**src/rtl/wdg_pkg.sv**
```systemverilog
package wdg_pkg;
  localparam int PRE_W     = 8;
  localparam int DIV_SEL_W = 2;

  localparam int OFF_CTRL   = 'h00;
  localparam int OFF_RELOAD = 'h04;
  localparam int OFF_COUNT  = 'h08;
  localparam int OFF_CLEAR  = 'h0C;
  localparam int OFF_MIN    = 'h10;

  localparam int B_RSTEN = 0;
  localparam int B_INTEN = 2;
  localparam int B_DIV   = 3;
  localparam int B_EN    = 5;
  localparam int B_PRE   = 8;
  localparam int B_MASK  = 16;
  localparam int B_WIN   = 20;

  typedef struct packed {
    logic                 win;
    logic                 dbg_mask;
    logic [PRE_W-1:0]     presc;
    logic                 en;
    logic [DIV_SEL_W-1:0] div_sel;
    logic                 int_en;
    logic                 rst_en;
  } ctrl_t;

  function automatic ctrl_t unpack_ctrl(input logic [31:0] w);
    ctrl_t c;
    c.rst_en   = w[B_RSTEN];
    c.int_en   = w[B_INTEN];
    c.div_sel  = w[B_DIV +: DIV_SEL_W];
    c.en       = w[B_EN];
    c.presc    = w[B_PRE +: PRE_W];
    c.dbg_mask = w[B_MASK];
    c.win      = w[B_WIN];
    return c;
  endfunction

  function automatic logic [31:0] pack_ctrl(input ctrl_t c);
    logic [31:0] w;
    w = '0;
    w[B_RSTEN]           = c.rst_en;
    w[B_INTEN]           = c.int_en;
    w[B_DIV +: DIV_SEL_W] = c.div_sel;
    w[B_EN]              = c.en;
    w[B_PRE +: PRE_W]    = c.presc;
    w[B_MASK]            = c.dbg_mask;
    w[B_WIN]             = c.win;
    return w;
  endfunction
endpackage

```
**src/rtl/wdg_regs.sv**
```systemverilog
module wdg_regs
  import wdg_pkg::*;
#(
  parameter int ADDR_W = 5,
  parameter int DATA_W = 32,
  parameter int CNT_W  = 16
) (
  input  logic              clk,
  input  logic              rst,
  input  logic              bus_valid,
  input  logic              bus_write,
  input  logic [ADDR_W-1:0] bus_addr,
  input  logic [DATA_W-1:0] bus_wdata,
  output logic [DATA_W-1:0] bus_rdata,
  input  logic [CNT_W-1:0]  cnt_val,
  output ctrl_t             ctrl_o,
  output logic [CNT_W-1:0]  reload_o,
  output logic [CNT_W-1:0]  min_o,
  output logic              cnt_wr_o,
  output logic [CNT_W-1:0]  cnt_wdata_o,
  output logic              clr_o
);
  localparam int IDX_W = ADDR_W - 2;
  localparam logic [CNT_W-1:0] CNT_INIT = CNT_W'(1) << (CNT_W - 1);
  localparam logic [IDX_W-1:0] I_CTRL   = IDX_W'(OFF_CTRL >> 2);
  localparam logic [IDX_W-1:0] I_RELOAD = IDX_W'(OFF_RELOAD >> 2);
  localparam logic [IDX_W-1:0] I_COUNT  = IDX_W'(OFF_COUNT >> 2);
  localparam logic [IDX_W-1:0] I_CLEAR  = IDX_W'(OFF_CLEAR >> 2);
  localparam logic [IDX_W-1:0] I_MIN    = IDX_W'(OFF_MIN >> 2);

  logic [IDX_W-1:0] idx;
  logic             wr, rd;
  logic [1:0]       unused_lsb;

  assign idx        = bus_addr[ADDR_W-1:2];
  assign unused_lsb = bus_addr[1:0];
  assign wr         = bus_valid && bus_write;
  assign rd         = bus_valid && !bus_write;

  assign cnt_wr_o    = wr && (idx == I_COUNT);
  assign cnt_wdata_o = bus_wdata[CNT_W-1:0];
  assign clr_o       = wr && (idx == I_CLEAR);

  always_ff @(posedge clk) begin
    if (rst) begin
      ctrl_o   <= '0;
      reload_o <= CNT_INIT;
      min_o    <= '0;
    end else if (wr) begin
      case (idx)
        I_CTRL:   ctrl_o   <= unpack_ctrl(32'(bus_wdata));
        I_RELOAD: reload_o <= bus_wdata[CNT_W-1:0];
        I_MIN:    min_o    <= bus_wdata[CNT_W-1:0];
        default:  ;
      endcase
    end
  end

  always_ff @(posedge clk) begin
    if (rst) begin
      bus_rdata <= '0;
    end else if (rd) begin
      case (idx)
        I_CTRL:   bus_rdata <= DATA_W'(pack_ctrl(ctrl_o));
        I_RELOAD: bus_rdata <= DATA_W'(reload_o);
        I_COUNT:  bus_rdata <= DATA_W'(cnt_val);
        I_MIN:    bus_rdata <= DATA_W'(min_o);
        default:  bus_rdata <= '0;
      endcase
    end
  end

  AST_RDATA_HOLD: assert property (@(posedge clk) disable iff (rst)
    !rd |=> $stable(bus_rdata));
endmodule

```
**src/rtl/wdg_tick.sv**
```systemverilog
module wdg_tick
  import wdg_pkg::*;
#(
  parameter int DIV_BASE_LOG2 = 4
) (
  input  logic                 clk,
  input  logic                 rst,
  input  logic                 en_i,
  input  logic                 restart_i,
  input  logic [PRE_W-1:0]     presc_i,
  input  logic [DIV_SEL_W-1:0] div_sel_i,
  output logic                 tick_o
);
  localparam int DIV_W = DIV_BASE_LOG2 + (1 << DIV_SEL_W) - 1;

  logic [PRE_W-1:0] pre_q;
  logic [DIV_W-1:0] div_q;
  logic [DIV_W-1:0] div_lim;
  logic [DIV_W:0]   div_full;

  always_comb begin
    div_full = (DIV_W + 1)'(1) << (DIV_BASE_LOG2 + int'(div_sel_i));
    div_lim  = DIV_W'(div_full - 1'b1);
  end

  always_ff @(posedge clk) begin
    if (rst || !en_i || restart_i) begin
      pre_q  <= '0;
      div_q  <= '0;
      tick_o <= 1'b0;
    end else if (pre_q == presc_i) begin
      pre_q <= '0;
      if (div_q == div_lim) begin
        div_q  <= '0;
        tick_o <= 1'b1;
      end else begin
        div_q  <= div_q + 1'b1;
        tick_o <= 1'b0;
      end
    end else begin
      pre_q  <= pre_q + 1'b1;
      tick_o <= 1'b0;
    end
  end

  AST_TICK_NEEDS_EN: assert property (@(posedge clk) disable iff (rst)
    tick_o |-> $past(en_i));
  AST_TICK_SPACED: assert property (@(posedge clk) disable iff (rst)
    tick_o |=> !tick_o);
endmodule

```
**src/rtl/wdg_count.sv**
```systemverilog
module wdg_count #(
  parameter int CNT_W = 16
) (
  input  logic             clk,
  input  logic             rst,
  input  logic             en_i,
  input  logic             tick_i,
  input  logic             wr_i,
  input  logic [CNT_W-1:0] wdata_i,
  input  logic [CNT_W-1:0] reload_i,
  input  logic [CNT_W-1:0] min_i,
  input  logic             win_i,
  input  logic             int_en_i,
  input  logic             rst_en_i,
  input  logic             mask_i,
  input  logic             clr_i,
  output logic [CNT_W-1:0] cnt_o,
  output logic             irq_o,
  output logic             rst_o
);
  localparam logic [CNT_W-1:0] CNT_INIT = CNT_W'(1) << (CNT_W - 1);

  logic expire, fault, fire;

  assign expire = en_i && tick_i && !wr_i && (cnt_o <= CNT_W'(1));
  assign fault  = wr_i && win_i && (cnt_o > min_i);
  assign fire   = (expire || fault) && !mask_i;

  always_ff @(posedge clk) begin
    if (rst) begin
      cnt_o <= CNT_INIT;
    end else if (wr_i) begin
      cnt_o <= fault ? reload_i : wdata_i;
    end else if (expire) begin
      cnt_o <= reload_i;
    end else if (en_i && tick_i) begin
      cnt_o <= cnt_o - 1'b1;
    end
  end

  always_ff @(posedge clk) begin
    if (rst) begin
      irq_o <= 1'b0;
      rst_o <= 1'b0;
    end else begin
      rst_o <= fire && rst_en_i;
      if (fire && int_en_i) irq_o <= 1'b1;
      else if (clr_i)       irq_o <= 1'b0;
    end
  end

  AST_RELOAD: assert property (@(posedge clk) disable iff (rst)
    expire |=> cnt_o == $past(reload_i));
  AST_IRQ_CLEAR: assert property (@(posedge clk) disable iff (rst)
    (clr_i && !(fire && int_en_i)) |=> !irq_o);
  AST_RST_NEEDS_EN: assert property (@(posedge clk) disable iff (rst)
    rst_o |-> $past(rst_en_i));
  AST_LOAD: assert property (@(posedge clk) disable iff (rst)
    (wr_i && !(win_i && cnt_o > min_i)) |=> cnt_o == $past(wdata_i));
  AST_WIN_FAULT: assert property (@(posedge clk) disable iff (rst)
    (wr_i && win_i && cnt_o > min_i && int_en_i && !mask_i) |=> irq_o);
  AST_MASKED: assert property (@(posedge clk) disable iff (rst)
    (rst_o || $rose(irq_o)) |-> !$past(mask_i));
endmodule

```
**src/rtl/win_watchdog.sv**
```systemverilog
module win_watchdog
  import wdg_pkg::*;
#(
  parameter int ADDR_W        = 5,
  parameter int DATA_W        = 32,
  parameter int CNT_W         = 16,
  parameter int DIV_BASE_LOG2 = 4
) (
  input  logic              clk,
  input  logic              rst,
  input  logic              bus_valid,
  input  logic              bus_write,
  input  logic [ADDR_W-1:0] bus_addr,
  input  logic [DATA_W-1:0] bus_wdata,
  output logic [DATA_W-1:0] bus_rdata,
  input  logic              dbg_ack,
  output logic              irq_o,
  output logic              rst_req_o
);
  ctrl_t            ctrl;
  logic [CNT_W-1:0] reload, min_cnt, cnt_val, cnt_wdata;
  logic             cnt_wr, clr, tick, mask_act;

  assign mask_act = ctrl.dbg_mask && dbg_ack;

  wdg_regs #(.ADDR_W(ADDR_W), .DATA_W(DATA_W), .CNT_W(CNT_W)) u_regs (
    .clk(clk), .rst(rst),
    .bus_valid(bus_valid), .bus_write(bus_write), .bus_addr(bus_addr),
    .bus_wdata(bus_wdata), .bus_rdata(bus_rdata),
    .cnt_val(cnt_val), .ctrl_o(ctrl), .reload_o(reload), .min_o(min_cnt),
    .cnt_wr_o(cnt_wr), .cnt_wdata_o(cnt_wdata), .clr_o(clr)
  );

  wdg_tick #(.DIV_BASE_LOG2(DIV_BASE_LOG2)) u_tick (
    .clk(clk), .rst(rst), .en_i(ctrl.en), .restart_i(cnt_wr),
    .presc_i(ctrl.presc), .div_sel_i(ctrl.div_sel), .tick_o(tick)
  );

  wdg_count #(.CNT_W(CNT_W)) u_count (
    .clk(clk), .rst(rst), .en_i(ctrl.en), .tick_i(tick),
    .wr_i(cnt_wr), .wdata_i(cnt_wdata), .reload_i(reload), .min_i(min_cnt),
    .win_i(ctrl.win), .int_en_i(ctrl.int_en), .rst_en_i(ctrl.rst_en),
    .mask_i(mask_act), .clr_i(clr),
    .cnt_o(cnt_val), .irq_o(irq_o), .rst_o(rst_req_o)
  );

  AST_MASK_TOP: assert property (@(posedge clk) disable iff (rst)
    rst_req_o |-> !$past(ctrl.dbg_mask && dbg_ack));
endmodule

```
**config.mk**
```make
export PLATFORM = sky130hd
export DESIGN_NAME = win_watchdog
export DESIGN_NICKNAME = d
export VERILOG_FILES = /design/src/rtl/wdg_pkg.sv /design/src/rtl/wdg_regs.sv /design/src/rtl/wdg_tick.sv /design/src/rtl/wdg_count.sv /design/src/rtl/win_watchdog.sv
export SDC_FILE = /design/constraint.sdc
export NUM_CORES = 1
export LEC_CHECK = 0
export BUFFER_PORTS_ARGS = -buffer_cell sky130_fd_sc_hd__buf_2
export CELL_PAD_IN_SITES_DETAIL_PLACEMENT = 2
export CELL_PAD_IN_SITES_GLOBAL_PLACEMENT = 2
export CORE_MARGIN = 2
export CORE_UTILIZATION = 38
export CTS_CLUSTER_SIZE = 24
export DETAILED_ROUTE_END_ITERATION = 10
export GPL_TIMING_DRIVEN = 0
export PLACE_DENSITY_LB_ADDON = 0.05
export SLEW_MARGIN = 20
export SYNTH_ARGS = -nofsm -noshare
export SYNTH_HDL_FRONTEND = slang
export SYNTH_HIERARCHICAL = 1
export SYNTH_SLANG_ARGS = --single-unit
```
**constraint.sdc**
```tcl
create_clock -name clk -period 7.8 [get_ports clk]
set_input_delay 1.56 -clock clk [delete_from_list [all_inputs] [get_ports clk]]
set_output_delay 1.56 -clock clk [all_outputs]
set_load 0.01 [all_outputs]
```
==> results of run 1 <==
[cell type report]
type	count	area, µm²
fillers	1803	8840
multi-input cells	535	3620
flip-flops and latches	99	1980
plain buffers	88	508
well taps	216	270
clock buffers	11	243
repair buffers	43	215
inverters	22	82.6
clock inverters	5	67.6
[kinds of logic (layout without fill, tap and decap cells)]
family	count (synthesis)	count (layout)
muxes	20	20
AOI/OAI and AO/OA	216	216
and+or+nand+nor	246	246
xor gates and xnor gates	18	18
other	1	14
DFF	99	99
adders and majority gates	21	21
buffers and inverters	110	169
[layout by cell type (no fill, tap or decap), types with 4 or more instances in the layout]
cell type / Yosys / final
a311oi_1: 5 / 5
a211oi_1: 17 / 17
clkbuf_16: 0 / 9
nand2_1: 40 / 40
o22ai_1: 4 / 4
mux2_1: 12 / 12
mux2i_1: 6 / 6
a221oi_1: 6 / 6
nand2b_1: 6 / 6
a21oi_1: 63 / 63
buf_6: 5 / 5
ha_1: 20 / 20
clkbuf_1: 31 / 32
conb_1: 1 / 14
o21ai_0: 55 / 55
nor2_1: 31 / 31
buf_4: 31 / 31
inv_1: 21 / 21
o2bb2ai_2: 10 / 10
nor3_1: 7 / 7
o31ai_1: 4 / 4
buf_2: 19 / 62
o21ai_1: 4 / 4
and3_1: 8 / 8
xor2_1: 17 / 17
nand3_1: 76 / 76
nor2b_1: 4 / 4
nor4bb_1: 29 / 29
a31oi_1: 7 / 7
dfxtp_1: 99 / 99
nand4_1: 9 / 9
[final timing paths]
check / from / endpoint / slack [ns]
max: bus_addr[4] / u_count/cnt_o[4]$_SDFFE_PP0P_ / 3.31
min: u_regs/bus_rdata[5]$_SDFFE_PP0P_ / u_regs/bus_rdata[5]$_SDFFE_PP0P_ / 0.47
max reg2reg: u_count/cnt_o[14]$_SDFFE_PP0P_ / u_count/cnt_o[4]$_SDFFE_PP0P_ / 4.81
min reg2reg: u_regs/bus_rdata[5]$_SDFFE_PP0P_ / u_regs/bus_rdata[5]$_SDFFE_PP0P_ / 0.47
[per-layer routing]
metal / up-vias / track usage / share of wire
met1: 3186 / 0.415 / 0.44
met5: - / 0 / 0
met4: 0 / 0.101 / 0.028
met3: 39 / 0.0459 / 0.057
met2: 220 / 0.508 / 0.47
li1: 2832 / - / -
[power by group]
group | internal (mW) | total (mW) | switching (mW)
Sequential | 0.510 | 0.518 | 0.00806
Combinational | 0.0459 | 0.139 | 0.0928
Clock | 0.264 | 0.487 | 0.223
Total | 0.819 | 1.14 | 0.324
[sequential cells by signal, indices dropped and copies added (netlist names)]
register and cells:
u_regs/bus_rdata 18, u_count/cnt_o 16, u_regs/min_o 16, u_regs/reload_o 16
u_regs/ctrl_o 15, u_tick/pre_q 8, u_tick/div_q 7, u_count/irq_o 1
u_count/rst_o 1, u_tick/tick_o 1
[worst max-delay path, cell delays in order]
cell and delay (ns):
buf_2 0.13, or2_1 0.23, clkbuf_1 0.18, clkbuf_1 0.27, nor2_1 0.77, nand2_1 0.23
a21o_1 0.24, a31oi_2 0.45, buf_2 0.33, o22ai_1 0.10, a41o_1 0.23
==> impl_metrics.json, run 1 <==
{
  "die_h_um": 131,
  "syn2layout_area_growth_pct": 13.7,
  "grt_pass1_vias": 6601,
  "die_area_mm2": 0.0172,
  "rows": 46,
  "n_antenna_cell": 0,
  "cts_hold_buf": 0,
  "yosysMostFrequentCell": "dfxtp_1",
  "grt_max_degree": 18,
  "io_pins": 76,
  "start_util": 0.388,
  "cp.required_ns": 8.05,
  "drv_cap": 0,
  "cp-start-kind": "input port",
  "setup_viol_count_final": 0,
  "root_buffer": "clkbuf_16",
  "grt_antenna_before_repair": 0,
  "ir_drop_uv": 91.0,
  "yosys.area.top_type": "dfxtp_1",
  "fin_skew_ns": 0.00897,
  "syn_area_per_cell_um2": 8.41,
  "setup_ws_ns": 3.31,
  "async_reset_ff_frac": 0,
  "hold_path_class": "reg2reg",
  "ys_ff_latch": 99,
  "whs_ns": 0.469,
  "arrival_ns": 4.74,
  "fin_nets": 860,
  "cts_sinks": 99,
  "port_buffers": 43,
  "drcViolationCount": 0,
  "synthDistinctLibCells": 83,
  "place_ws_ns": 3.00,
  "max_clock_freq_ghz": 0.223,
  "htreeDepth": 3,
  "layoutNonFillerInstCount": 1019,
  "synth_top_family_by_area": "simple AND/OR/NAND/NOR gates",
  "grt_usage": 0.308,
  "synth_warnings": 6,
  "slew_headroom": 0.381,
  "cts_resized": 0,
  "crit_type": "in2reg",
  "drt_iter0_drc": 511,
  "rsz0062_at_grt": "no",
  "dpl.hpwl_mm": 20.1,
  "die_x_um": 131,
  "fin_util": 0.442,
  "cts_max_path_buffers": 2,
  "synth_simple_gate_area_frac": 0.240,
  "ys_seq_area_frac": 0.322,
  "synth_compound_area_frac": 0.238,
  "p_per_area_mw_per_mm2": 163,
  "synth_xor_xnor_area_share": 0.0256,
  "run_status": "complete, no violations",
  "overflow": 0,
  "synth_top_area_share": 0.322,
  "cts_tree": "built",
  "synth_common_cells": "99 x dfxtp_1, 76 x nand3_1, 63 x a21oi_1",
  "firstDrtPassIters": 5,
  "p_leak_nw": 2.64,
  "finalPower_mw": 1.14,
  "whs_path_depth": 1,
  "endpoint_kind": "register",
  "cts_buffers": 9,
  "crit_fanout": 10,
  "tns_ns": 0,
  "synth_cells": 731,
  "worst-r2r-cell-count": 8,
  "tightest_slew_ns": 0.924,
  "drive_gt1_frac": 0.187,
  "synth_fa_ha_area_frac": 0.0425,
  "wire_per_inst_um": 25.8,
  "postPlaceCellArea_mm2": 0.00668,
  "grt_pass1_wl_mm": 40.8,
  "dp_cells": 1003,
  "hold_viol_final": 0,
  "ant_nets": 0,
  "gp_congestion": 0.918,
  "via_count": 6277,
  "ys.flop_type": "dfxtp_1",
  "finalInstanceArea_mm2": 0.00699,
  "clock_latency_ns": 0.36,
  "vias_per_cell": 6.16,
  "period_share": 0.576,
  "cts_setup_buffers": 0,
  "synth_mux_area_frac": 0.0354,
  "drv_slew": 0,
  "ys_top_cells_by_area": "dfxtp_1 32%, nand3_1 6.2%, a21oi_1 5.1%, nor4bb_1 4.7%, o21ai_0 4.5%",
  "wirelength_mm": 26.3,
  "core_area_mm2": 0.0158,
  "synth_edf_count": 0,
  "finalCriticalPeriod_ns": 4.49,
  "synth_area_mm2": 0.00615,
  "clkTransAtPathRegs_ns": 0.07
}
Note: power is estimated with default switching activity, not from simulation.
==> run 2: changes to the inputs <==
- CORE_UTILIZATION: 38 -> 35
- clock period: 7.8 -> 4.6 ns (I/O delays scaled with it)
==> impl_metrics.json, run 2 (synthesized netlist as in run 1, its figures left out) <==
{
  "run_status": "complete, no violations",
  "tightest_slew_ns": 0.774,
  "final_common_cell": "dfxtp_1",
  "rows": 48,
  "r2r_slack_ns": 1.66,
  "die_x_um": 137,
  "drive_gt1_frac": 0.187,
  "max_clock_freq_ghz": 0.271,
  "vias_per_cell": 5.91,
  "arrival_ns": 3.94,
  "fin_skew_ns": 0.00810,
  "port_buffers": 43,
  "crit_path_start": "bus_addr[4]",
  "wire_per_inst_um": 25.0,
  "finalCriticalPeriod_ns": 3.69,
  "p_leak_nw": 2.66,
  "die_h_um": 137,
  "hold_start": "u_regs/bus_rdata[20]$_SDFFE_PP0P_",
  "dpl.hpwl_mm": 20.0,
  "drv_slew": 0,
  "clkTransAtPathRegs_ns": 0.07,
  "n_fill_cell": 1948,
  "grt_usage": 0.283,
  "p_per_area_mw_per_mm2": 285,
  "cts_resized": 0,
  "n_antenna_cell": 0,
  "r2r_start": "u_count/cnt_o[15]$_SDFFE_PP1P_",
  "htreeDepth": 3,
  "cts_max_path_buffers": 2,
  "grt_antenna_before_repair": 0,
  "cts_sinks": 99,
  "cts_buffers": 9,
  "hold_path_end": "u_regs/bus_rdata[20]$_SDFFE_PP0P_",
  "hold_viol_final": 0,
  "postPlaceCellArea_mm2": 0.00669,
  "mostFrequentLayoutCells": "99 x dfxtp_1, 76 x nand3_1, 63 x a21oi_1",
  "whs_path_depth": 2,
  "wirelength_mm": 25.7,
  "via_count": 6074,
  "start_util": 0.357,
  "largest_reg_flops": 18,
  "syn2layout_area_growth_pct": 14.5,
  "rsz0062_at_grt": "no",
  "r2r-end": "u_count/cnt_o[5]$_SDFFE_PP0P_",
  "tns_ns": 0,
  "period_share": 0.801,
  "cts_setup_buffers": 0,
  "crit_type": "in2reg",
  "drv_cap": 0,
  "drcViolationCount": 0,
  "regMostFlops": "u_regs/bus_rdata",
  "grt_pass1_wl_mm": 39.1,
  "die_area_mm2": 0.0186,
  "gp_congestion": 0.875,
  "grt_pass1_vias": 6462,
  "cp-start-kind": "input port",
  "fin_nets": 860,
  "crit_fanout": 10,
  "worst-r2r-cell-count": 8,
  "cts_hold_buf": 0,
  "grt_max_degree": 16,
  "setup_viol_count_final": 0,
  "clock_latency_ns": 0.36,
  "finalInstanceArea_mm2": 0.00704,
  "hold_path_class": "reg2reg",
  "ir_drop_uv": 187,
  "ant_nets": 0,
  "root_buffer": "clkbuf_16",
  "endpoint_kind": "register",
  "cp.required_ns": 4.85,
  "slew_headroom": 0.482,
  "overflow": 0,
  "drt_iter0_drc": 306,
  "firstDrtPassIters": 4,
  "core_area_mm2": 0.0172,
  "io_pins": 76,
  "cts_tree": "built"
}
run 2: cell types whose count changed in the layout (fill, tap and decap cells not counted), sizes merged:
cell,change
inv,-3
bufinv,+2
clkinv,+1
run 2: routing by layer:
layer / vias to the layer above / part of all wire / global-route usage
li1: 2830 / - / -
met4: 0 / 0.028 / 0.101
met3: 33 / 0.030 / 0.0230
met2: 134 / 0.47 / 0.463
met1: 3077 / 0.48 / 0.389
met5: - / 0 / 0
run 2: how the worst max path moves through the flow:
stage                     cells past startpoint                             end
after floorplan                              12   u_count/cnt_o[4]$_SDFFE_PP0P_
after global placement                       11  u_count/cnt_o[10]$_SDFFE_PP0P_
after detailed placement                     11   u_count/cnt_o[5]$_SDFFE_PP0P_
after CTS                                    11   u_count/cnt_o[5]$_SDFFE_PP0P_
after global routing                         11   u_count/cnt_o[4]$_SDFFE_PP0P_
final                                        11   u_count/cnt_o[5]$_SDFFE_PP0P_
run 2: final cells by class:
class	count	area [µm²]	area share
Clock inverter	5	100	0.0142
Clock buffer	11	243	0.0345
Tap cell	225	282	0.0400
Multi-Input combinational cell	535	3620	0.515
Sequential cell	99	1980	0.282
Buffer	88	508	0.0722
Inverter	22	82.6	0.0117
Timing Repair Buffer	43	215	0.0306
run 2: stage by stage:
stage          setup slack [ns]  hold slack (ns)  std cells   util  total power, mW
2_1_floorplan              1.55            0.453        744      -             1.04
3_3_place_gp              0.625            0.440       1012  0.388             1.12
3_5_place_dp              0.593            0.450       1012  0.388             1.13
4_1_cts                   0.961            0.470       1028  0.408             2.02
5_1_grt                   0.794            0.480       1028  0.408             2.08
6_report                  0.914            0.463       1028  0.408             2.01
run 2: report_power, final:
| group | switching, mW | total (mW) | internal, mW |
|---|---|---|---|
| combinational | 0.156 | 0.234 | 0.0779 |
| sequential | 0.0137 | 0.878 | 0.864 |
| clock | 0.348 | 0.894 | 0.546 |
run 2: critical path: stages:
cell and delay (ns):
buf_2 0.14, or2_1 0.23, clkbuf_1 0.18, clkbuf_1 0.27, nor2_1 0.67, nand2_1 0.20, a21o_1 0.23, a31oi_2 0.45
buf_2 0.33, o22ai_1 0.10, a41o_1 0.22
==> run 3: changes to the inputs <==
- CORE_UTILIZATION: 35 -> 32
- clock period: 4.6 -> 3 ns (I/O delays scaled with it)
==> impl_metrics.json, run 3 (synthesized netlist as in run 1, its figures left out) <==
{
  "run_status": "complete, no violations",
  "hold_viol_final": 0,
  "p_int_mw": 2.01,
  "root_buffer": "clkbuf_16",
  "switching_power_mw": 0.799,
  "wire_per_inst_um": 25.0,
  "grt_antenna_before_repair": 0,
  "rsz0062_at_grt": "no",
  "grt_pass1_wl_mm": 39.9,
  "io_pins": 76,
  "slew_headroom": 0.501,
  "overflow": 0,
  "hold_path_class": "reg2reg",
  "crit_fanout": 9,
  "n_fill_cell": 2191,
  "power_frac_comb": 0.128,
  "setup_viol_count_final": 0,
  "p_clk_frac": 0.393,
  "p_sw_frac": 0.284,
  "grt_pass1_vias": 6387,
  "drive_gt1_frac": 0.196,
  "die_area_mm2": 0.0203,
  "n_antenna_cell": 0,
  "drt_iter0_drc": 324,
  "clock_latency_ns": 0.36,
  "layoutNonFillerInstCount": 1037,
  "start_util": 0.328,
  "htreeDepth": 3,
  "r2r_start": "u_count/cnt_o[0]$_SDFFE_PP0P_",
  "ant_nets": 0,
  "dp_cells": 1021,
  "die_h_um": 143,
  "grt_max_degree": 16,
  "clkTransAtPathRegs_ns": 0.07,
  "cts_buffers": 9,
  "vias_per_cell": 5.82,
  "mostFrequentLayoutCells": "96 x dfxtp_1, 76 x nand3_1, 63 x a21oi_1",
  "r2r_slack_ns": 0.18,
  "drv_slew": 0,
  "fin_nets": 860,
  "drcViolationCount": 0,
  "p_leak_nw": 2.64,
  "crit_path_start": "u_count/cnt_o[0]$_SDFFE_PP0P_",
  "finalCriticalPeriod_ns": 2.82,
  "cts_tree": "built",
  "wirelength_mm": 25.9,
  "final_common_cell": "dfxtp_1",
  "regMostFlops": "u_regs/bus_rdata",
  "cts_max_path_buffers": 2,
  "gp_congestion": 0.971,
  "p_seq_frac": 0.479,
  "endpoint_kind": "register",
  "core_area_mm2": 0.0188,
  "period_share": 0.941,
  "fin_skew_ns": 0.0103,
  "max_clock_freq_ghz": 0.354,
  "die_x_um": 143,
  "syn2layout_area_growth_pct": 13.9,
  "firstDrtPassIters": 5,
  "crit_type": "reg2reg",
  "hold_start": "u_regs/bus_rdata[16]$_SDFFE_PP0P_",
  "arrival_ns": 3.07,
  "ir_drop_uv": 248,
  "dpl.hpwl_mm": 20.4,
  "largest_reg_flops": 18,
  "cp.required_ns": 3.24,
  "cts_sinks": 99,
  "tightest_slew_ns": 0.749,
  "grt_usage": 0.264,
  "via_count": 6039,
  "cp-start-kind": "register",
  "drv_cap": 0,
  "fin_util": 0.373,
  "port_buffers": 43,
  "p_per_area_mw_per_mm2": 401,
  "rows": 50
}
==> run 3: cell types whose count changed in the layout (fill, tap and decap cells not counted), moves of 2 or more <==
cell       before  now
clkbuf_2        0    3
dfxtp_1        99   96
clkbuf_1       32   30
bufinv_16       3    0
dfxtp_2         0    3
==> run 3: power by group through the flow <==
stage | Combinational [mW] | Clock (mW) | Sequential, mW
2_1_floorplan | 0.224 | 0 | 1.37
3_3_place_gp | 0.344 | 0 | 1.38
3_5_place_dp | 0.351 | 0 | 1.38
4_1_cts | 0.354 | 1.14 | 1.35
5_1_grt | 0.389 | 1.19 | 1.35
6_report | 0.360 | 1.10 | 1.35
==> run 3: worst paths after layout <==
path | cells past startpoint | endpoint
worst max-delay path | 9 | u_count/cnt_o[2]$_SDFFE_PP0P_
worst min-delay path | 2 | u_regs/bus_rdata[16]$_SDFFE_PP0P_
worst max register to register | 9 | u_count/cnt_o[2]$_SDFFE_PP0P_
worst min register to register | 2 | u_regs/bus_rdata[16]$_SDFFE_PP0P_
==> run 3: cell type report <==
cell class                      count  area [µm²]  share of cell area
Inverter                           22        82.6              0.0118
Sequential cell                    99        1990               0.284
Buffer                             87         508              0.0726
Clock buffer                       12         236              0.0338
Multi-Input combinational cell    535        3650               0.521
Tap cell                          234         293              0.0418
Clock inverter                      4        26.3             0.00375
Timing Repair Buffer               44         223              0.0318
==> run 3: worst max-delay path: stages, from the launching register on <==
cell and delay, ns:
dfxtp_1 0.42, inv_1 0.21, ha_1 0.18, clkbuf_1 0.38
o21ba_2 0.27, nand4_4 0.21, nor2_4 0.16, mux2_2 0.34
a32o_1 0.20, a221o_1 0.33
==> run 3: metrics by stage <==
| step | instance area (µm²) | total power, mW | setup TNS, ns | hold WS [ns] | setup slack, ns |
|---|---|---|---|---|---|
| global placement | 6700 | 1.72 | -10.92 | 0.441 | -0.857 |
| detailed placement | 6700 | 1.73 | -11.99 | 0.452 | -0.911 |
| global route | 7000 | 2.93 | 0 | 0.486 | 0.0165 |
| floorplan | 6200 | 1.59 | 0 | 0.453 | 0.269 |
| CTS | 6980 | 2.84 | 0 | 0.471 | 0.0123 |
| finish | 7000 | 2.81 | 0 | 0.461 | 0.178 |
==> run 3: repair_timing <==
action / 4_1_cts / 5_1_grt
endpoints found under the setup margin: 18 / 14
resized for setup: 3 / 10
hold buffers: 0 / 0
pin swaps: 0 / 1
setup buffers: 0 / 1
==> run 3: per-layer routing <==
metal / wire length, µm / GRT usage / up-vias
met1: 12300 / 0.365 / 3072
met5: 0 / 0 / -
met4: 506 / 0.0823 / 0
met2: 12300 / 0.433 / 120
li1: - / - / 2824
met3: 842 / 0.0269 / 23
